[config.mk]
export PLATFORM = sky130hd
export DESIGN_NAME = pfill_trig
export DESIGN_NICKNAME = d
export VERILOG_FILES = /design/src/rtl/pfill_pkg.sv /design/src/rtl/pfill_off_sel.sv /design/src/rtl/pfill_line_trk.sv /design/src/rtl/pfill_trig.sv
export SDC_FILE = /design/constraint.sdc
export NUM_CORES = 1
export LEC_CHECK = 0
export CAP_MARGIN = 20
export CORE_ASPECT_RATIO = 1.25
export CORE_MARGIN = 2
export CORE_UTILIZATION = 47
export CTS_CLUSTER_DIAMETER = 100
export DETAILED_ROUTE_END_ITERATION = 6
export GPL_TIMING_DRIVEN = 0
export PLACE_DENSITY_LB_ADDON = 0.1
export SYNTH_ARGS = -nofsm -noshare
export SYNTH_HDL_FRONTEND = slang
export SYNTH_SLANG_ARGS = --single-unit
[constraint.sdc]
create_clock -name clk_i -period 1.9 [get_ports clk_i]
set_input_delay 0.57 -clock clk_i [delete_from_list [all_inputs] [get_ports clk_i]]
set_output_delay 0.57 -clock clk_i [all_outputs]
set_load 0.02 [all_outputs]
[src/rtl/pfill_pkg.sv]
package pfill_pkg;
  localparam int unsigned LINE_W_DEF = 16;
  localparam int unsigned OFF_W_DEF  = 3;

  function automatic logic acc_eligible(input logic stream, input logic force_all);
    return stream | force_all;
  endfunction
endpackage

[src/rtl/pfill_off_sel.sv]
module pfill_off_sel #(
  parameter int unsigned OFF_W      = 3,
  parameter int unsigned LINE_BYTES = 1 << OFF_W
) (
  input  logic [OFF_W-1:0]      off_i,
  input  logic [LINE_BYTES-1:0] mask_i,
  output logic                  hit_o
);
  logic [LINE_BYTES-1:0] pos_en;

  // mask MSB maps to offset 0
  for (genvar k = 0; k < LINE_BYTES; k++) begin : g_pos
    localparam int unsigned MBIT = LINE_BYTES - 1 - k;
    assign pos_en[k] = (off_i == OFF_W'(k)) & mask_i[MBIT];
  end

  assign hit_o = |pos_en;
endmodule

[src/rtl/pfill_line_trk.sv]
module pfill_line_trk #(
  parameter int unsigned LINE_W = 16
) (
  input  logic              clk_i,
  input  logic              rst_ni,
  input  logic              acc_i,
  input  logic [LINE_W-1:0] line_i,
  input  logic              fire_i,
  output logic              blocked_o
);
  logic              have_q;
  logic              fired_q;
  logic [LINE_W-1:0] line_q;
  logic              same_line;

  assign same_line = have_q && (line_i == line_q);
  assign blocked_o = same_line && fired_q;

  always_ff @(posedge clk_i or negedge rst_ni) begin
    if (!rst_ni) begin
      have_q  <= 1'b0;
      fired_q <= 1'b0;
      line_q  <= '0;
    end else if (acc_i) begin
      have_q  <= 1'b1;
      line_q  <= line_i;
      fired_q <= same_line ? (fired_q | fire_i) : fire_i;
    end
  end
endmodule

[src/rtl/pfill_trig.sv]
module pfill_trig
  import pfill_pkg::*;
#(
  parameter int unsigned LINE_W     = LINE_W_DEF,
  parameter int unsigned OFF_W      = OFF_W_DEF,
  localparam int unsigned LINE_BYTES = 1 << OFF_W
) (
  input  logic                  clk_i,
  input  logic                  rst_ni,
  input  logic                  acc_valid_i,
  input  logic [LINE_W-1:0]     acc_line_i,
  input  logic [OFF_W-1:0]      acc_off_i,
  input  logic                  stream_i,
  input  logic                  force_all_i,
  input  logic [LINE_BYTES-1:0] mask_i,
  input  logic                  busy_i,
  output logic                  fill_trig_o
);
  logic off_hit;
  logic line_blocked;
  logic want;
  logic fire;
  logic trig_q;

  pfill_off_sel #(.OFF_W(OFF_W), .LINE_BYTES(LINE_BYTES)) u_off_sel (
    .off_i  (acc_off_i),
    .mask_i (mask_i),
    .hit_o  (off_hit)
  );

  pfill_line_trk #(.LINE_W(LINE_W)) u_line_trk (
    .clk_i     (clk_i),
    .rst_ni    (rst_ni),
    .acc_i     (acc_valid_i),
    .line_i    (acc_line_i),
    .fire_i    (fire),
    .blocked_o (line_blocked)
  );

  assign want = acc_valid_i && acc_eligible(stream_i, force_all_i) && off_hit;
  // busy drops the request, nothing is held pending
  assign fire = want && !line_blocked && !busy_i;

  always_ff @(posedge clk_i or negedge rst_ni) begin
    if (!rst_ni) trig_q <= 1'b0;
    else         trig_q <= fire;
  end

  assign fill_trig_o = trig_q;
endmodule

==> run_summary.xml <==
<?xml version="1.0" encoding="UTF-8"?>
<metrics>
  <group name="power">
    <metric name="powerDensity" unit="mW/mm²">633</metric>
    <metric name="power.total" unit="W">0.000861</metric>
    <metric name="netSwitchingFraction" unit="">0.235</metric>
    <metric name="leakage" unit="nW">0.574</metric>
    <metric name="p_comb_frac" unit="">0.235</metric>
    <metric name="power_report.internal_total" unit="W">0.000659</metric>
    <metric name="sequentialPowerShare" unit="">0.541</metric>
    <metric name="worst_ir_drop_vdd" unit="µV">617</metric>
    <metric name="switching_power" unit="W">0.000202</metric>
    <metric name="p_clk_frac" unit="">0.224</metric>
  </group>
  <group name="critical_path">
    <metric name="cpPeakStageDelay" unit="ns">0.51</metric>
    <metric name="criticalPathCategory" unit="">input port to register</metric>
    <metric name="critical_path_required" unit="ns">2.08</metric>
    <metric name="cp_data_arrival_time" unit="ns">1.99</metric>
    <metric name="crit_path_end_kind" unit="">register</metric>
    <metric name="critical_path.cell_chain" unit="">clkdlybuf4s15_1 &gt; mux4_2 &gt; or2_1 &gt; a32oi_1 &gt; a21bo_1</metric>
    <metric name="cp_top_family" unit="">multiplexers</metric>
    <metric name="cp_num_buf_inv" unit="">1</metric>
    <metric name="cp_slowest_cell" unit="">sky130_fd_sc_hd__mux4_2</metric>
    <metric name="worst-path-max-fanout" unit="">3</metric>
    <metric name="setup.worst_path.start_class" unit="">input port</metric>
  </group>
  <group name="yosys">
    <metric name="yosys-top-cells-area" unit="">sky130_fd_sc_hd__dfrtp_1 49%, sky130_fd_sc_hd__mux2_2 20%, sky130_fd_sc_hd__xnor2_1 13%, sky130_fd_sc_hd__mux4_2 2.3%, sky130_fd_sc_hd__nand4_1 1.9%</metric>
    <metric name="yosysWarningCount" unit="">0</metric>
    <metric name="synth_area" unit="µm²">975</metric>
    <metric name="synth.most_common_cell" unit="">sky130_fd_sc_hd__dfrtp_1</metric>
    <metric name="synthesis.nets" unit="">109</metric>
    <metric name="synth-seq-area-share" unit="">0.488</metric>
    <metric name="muxShareOfSynthArea" unit="">0.230</metric>
    <metric name="synth_xor_xnor_area_share" unit="">0.144</metric>
    <metric name="synthAdderAreaFrac" unit="">0</metric>
    <metric name="post_synth.cell_area_avg" unit="µm²">12.8</metric>
    <metric name="synth_cell_type_count" unit="">22</metric>
    <metric name="synth-compound-area-share" unit="">0.0334</metric>
    <metric name="synth.ff_latch_count" unit="">19</metric>
    <metric name="synthTopCellsByCount" unit="">19 x sky130_fd_sc_hd__dfrtp_1, 17 x sky130_fd_sc_hd__mux2_2, 15 x sky130_fd_sc_hd__xnor2_1, 3 x sky130_fd_sc_hd__nand4_1, 3 x sky130_fd_sc_hd__nor3_1</metric>
    <metric name="synthSimpleGateAreaFrac" unit="">0.0834</metric>
    <metric name="yosys.area.top_type_share" unit="">0.488</metric>
    <metric name="synthCells" unit="">76</metric>
    <metric name="async_reset_ff_frac" unit="">1.00</metric>
    <metric name="synth-edff-count" unit="">0</metric>
    <metric name="largest_family_of_logic_cells_by_synthesized_area" unit="">multiplexers</metric>
    <metric name="yosysTopAreaCell" unit="">sky130_fd_sc_hd__dfrtp_1</metric>
    <metric name="synth_top_flop_cell" unit="">sky130_fd_sc_hd__dfrtp_1</metric>
  </group>
  <group name="detailed_routing">
    <metric name="drc_errors" unit="">0</metric>
    <metric name="final_antenna_net_count" unit="">0</metric>
    <metric name="average_detailed_routed_wire_length_per_instance" unit="µm">13.3</metric>
    <metric name="drt_pre_antenna_iters" unit="">1</metric>
    <metric name="detailroute.via_count" unit="">700</metric>
    <metric name="via_per_inst" unit="">5.30</metric>
    <metric name="wire_length_after_detailed_routing" unit="mm">1.76</metric>
    <metric name="drtIter0Drc" unit="">0</metric>
  </group>
  <group name="placement">
    <metric name="placement.setup.worst_slack" unit="ns">-0.490</metric>
    <metric name="number_of_buffers_added_on_ports" unit="">32</metric>
    <metric name="globalplace.congestion" unit="">0.698</metric>
    <metric name="postPlaceCellArea" unit="mm²">0.00132</metric>
    <metric name="detailedPlacementHpwl" unit="mm">1.43</metric>
  </group>
  <group name="sta">
    <metric name="final-max-slew-violation-count" unit="">0</metric>
    <metric name="fin_crit_sh" unit="">0.952</metric>
    <metric name="worstMarginPinSlew" unit="ns">0.814</metric>
    <metric name="timing.slew.headroom" unit="">0.455</metric>
    <metric name="setup_ws_post_layout" unit="ns">0.0911</metric>
    <metric name="setup_total_negative_slack" unit="ns">0</metric>
    <metric name="final-hold-violation-count" unit="">0</metric>
    <metric name="fin_crit" unit="ns">1.81</metric>
    <metric name="skew" unit="ns">0.00568</metric>
    <metric name="grt_setup_unrepaired" unit="">no</metric>
    <metric name="fin_worst_hold_slack" unit="ns">0.489</metric>
    <metric name="timing.final.setup_violations" unit="">0</metric>
    <metric name="clock.fmax" unit="GHz">0.553</metric>
  </group>
  <group name="floorplan">
    <metric name="floorplan.rows" unit="">18</metric>
    <metric name="chipHeight" unit="µm">54.9</metric>
    <metric name="overall_die_area" unit="mm²">0.00246</metric>
    <metric name="floorplan.core_area" unit="mm²">0.00196</metric>
    <metric name="die_w" unit="µm">44.7</metric>
    <metric name="initial_utilization" unit="">0.497</metric>
    <metric name="pin_count" unit="">34</metric>
  </group>
  <group name="cts">
    <metric name="cts_root_buffer" unit="">sky130_fd_sc_hd__clkbuf_4</metric>
    <metric name="clk_pin_slew" unit="ns">0.09</metric>
    <metric name="numClockSinks" unit="">19</metric>
    <metric name="cts_tree" unit="">done</metric>
    <metric name="numCtsBuffers" unit="">3</metric>
    <metric name="hold_buffers" unit="">0</metric>
    <metric name="cts_buffer_depth" unit="">2</metric>
    <metric name="clock_insertion_delay_worst_skew" unit="ns">0.29</metric>
    <metric name="cts_htree_levels" unit="">1</metric>
  </group>
  <group name="run">
    <metric name="max_cap_viol_count" unit="">0</metric>
  </group>
  <group name="run_status">
    <metric name="run_status" unit="">finished, final reports clean</metric>
  </group>
  <group name="finish">
    <metric name="nets" unit="">146</metric>
    <metric name="final_layout_size_suffix_gt1_frac" unit="">0.205</metric>
    <metric name="layout-area-overhead-vs-synth" unit="%">39.4</metric>
    <metric name="insertedDiodeCount" unit="">0</metric>
    <metric name="num-fill-cells" unit="">154</metric>
    <metric name="final_design_area_no_fill" unit="mm²">0.00136</metric>
  </group>
  <group name="hold_path">
    <metric name="hold_path_class" unit="">register to register</metric>
  </group>
  <group name="global_routing">
    <metric name="number_of_global_route_vias_before_repair" unit="">733</metric>
    <metric name="grt_first_pass_wirelength" unit="mm">2.86</metric>
    <metric name="grt_start_max_net_pins" unit="">20</metric>
    <metric name="grt_antenna_before_repair" unit="">0</metric>
    <metric name="groute.usage.overall" unit="">0.168</metric>
    <metric name="gr-total-overflow" unit="">0</metric>
  </group>
</metrics>
## stage by stage
| stage | util | cells |
|---|---|---|
| 6_report | 0.693 | 132 |
| 5_1_grt | 0.693 | 132 |
| 4_1_cts | 0.686 | 132 |
| 3_5_place_dp | 0.674 | 128 |
| 3_3_place_gp | 0.674 | 128 |
| 2_1_floorplan | - | 76 |
## layout make-up
cell class / count / area [µm²] / share of cell area
repair buffers: 32 / 333 / 0.245
well taps: 20 / 25.0 / 0.0184
clock buffers: 4 / 26.3 / 0.0193
inverters: 1 / 3.75 / 0.00276
flip-flops and latches: 19 / 475 / 0.350
multi-input cells: 54 / 478 / 0.352
plain buffers: 2 / 17.5 / 0.0129
## timing repair
action                     4_1_cts  5_1_grt
setup endpoints to repair        1        1
hold endpoints to repair         0        0
pin swaps                        0        2
setup buffers                    0        0
gates resized for setup          1        6
## registers in the layout, indices dropped and copies added (netlist names)
| register | count |
|---|---|
| u_line_trk.line_q | 16 |
| fill_trig_o | 1 |
| u_line_trk.fired_q | 1 |
| u_line_trk.have_q | 1 |
## cell usage in the layout, fill, tap and decap left out
| master | n |
|---|---|
| sky130_fd_sc_hd__clkbuf_8 | 1 |
| sky130_fd_sc_hd__clkbuf_1 | 2 |
| sky130_fd_sc_hd__nor3_1 | 3 |
| sky130_fd_sc_hd__mux2_2 | 17 |
| sky130_fd_sc_hd__clkdlybuf4s50_1 | 26 |
| sky130_fd_sc_hd__a2bb2oi_1 | 1 |
| sky130_fd_sc_hd__mux4_2 | 1 |
| sky130_fd_sc_hd__nand3_1 | 2 |
| sky130_fd_sc_hd__or2_1 | 1 |
| sky130_fd_sc_hd__clkbuf_4 | 3 |
| sky130_fd_sc_hd__mux2i_1 | 1 |
| sky130_fd_sc_hd__xnor2_1 | 15 |
| sky130_fd_sc_hd__dlymetal6s2s_1 | 5 |
| sky130_fd_sc_hd__nor2_1 | 1 |
| sky130_fd_sc_hd__nand4_1 | 3 |
| sky130_fd_sc_hd__a32oi_1 | 1 |
| sky130_fd_sc_hd__a21bo_1 | 1 |
| sky130_fd_sc_hd__a21oi_1 | 1 |
| sky130_fd_sc_hd__xor2_1 | 1 |
| sky130_fd_sc_hd__clkdlybuf4s15_1 | 1 |
| sky130_fd_sc_hd__nand2_1 | 2 |
| sky130_fd_sc_hd__nor4_1 | 1 |
| sky130_fd_sc_hd__inv_1 | 1 |
| sky130_fd_sc_hd__dfrtp_1 | 19 |
| sky130_fd_sc_hd__or2_2 | 1 |
| sky130_fd_sc_hd__and2b_1 | 1 |
## routing by layer
layer | share of wire | track usage | up-vias
li1 | - | - | 339
met1 | 0.37 | 0.169 | 334
met2 | 0.54 | 0.309 | 25
met3 | 0.079 | 0.0292 | 2
met4 | 0.0097 | 0.121 | 0
met5 | 0 | 0 | -
## power by group through the flow
| stage | clock (W) | combinational [W] | sequential [W] |
|---|---|---|---|
| final | 0.000193 | 0.000202 | 0.000465 |
| after global routing | 0.000225 | 0.000222 | 0.000470 |
| after CTS | 0.000205 | 0.000209 | 0.000466 |
| after detailed placement | 0 | 0.000208 | 0.000474 |
| after global placement | 0 | 0.000203 | 0.000471 |
| after floorplan | 0 | 0.000110 | 0.000470 |
## final timing paths
path | from | end | slack, ns | cells past startpoint
hold / removal | u_line_trk.have_q | u_line_trk.have_q | 0.49 | 1
min in group asynchronous | rst_ni | u_line_trk.line_q[6] | 0.74 | 1
max in group asynchronous | rst_ni | u_line_trk.line_q[11] | 0.65 | 1
setup / recovery | acc_off_i[0] | u_line_trk.fired_q | 0.09 | 5
hold reg to reg | u_line_trk.have_q | u_line_trk.have_q | 0.49 | 1
setup reg to reg | u_line_trk.line_q[15] | fill_trig_o | 0.68 | 4
## cell families (layout without fill, tap and decap cells)
logic type | Yosys count | count (layout)
xor gates and xnor gates | 16 | 16
buffers and inverters | 3 | 39
and+or+nand+nor | 15 | 15
AOI/OAI and AO/OA | 4 | 4
muxes | 19 | 19
DFF | 19 | 19
## worst register-to-register path, delay by kind of cell, from the launching register on
kind | cells | cell delay [ns]
AOI/OAI and AO/OA | 1 | 0.12
xor gates and xnor gates | 1 | 0.17
DFF | 1 | 0.40
and+or+nand+nor | 2 | 0.40
Note: power is estimated with default switching activity, not from simulation.
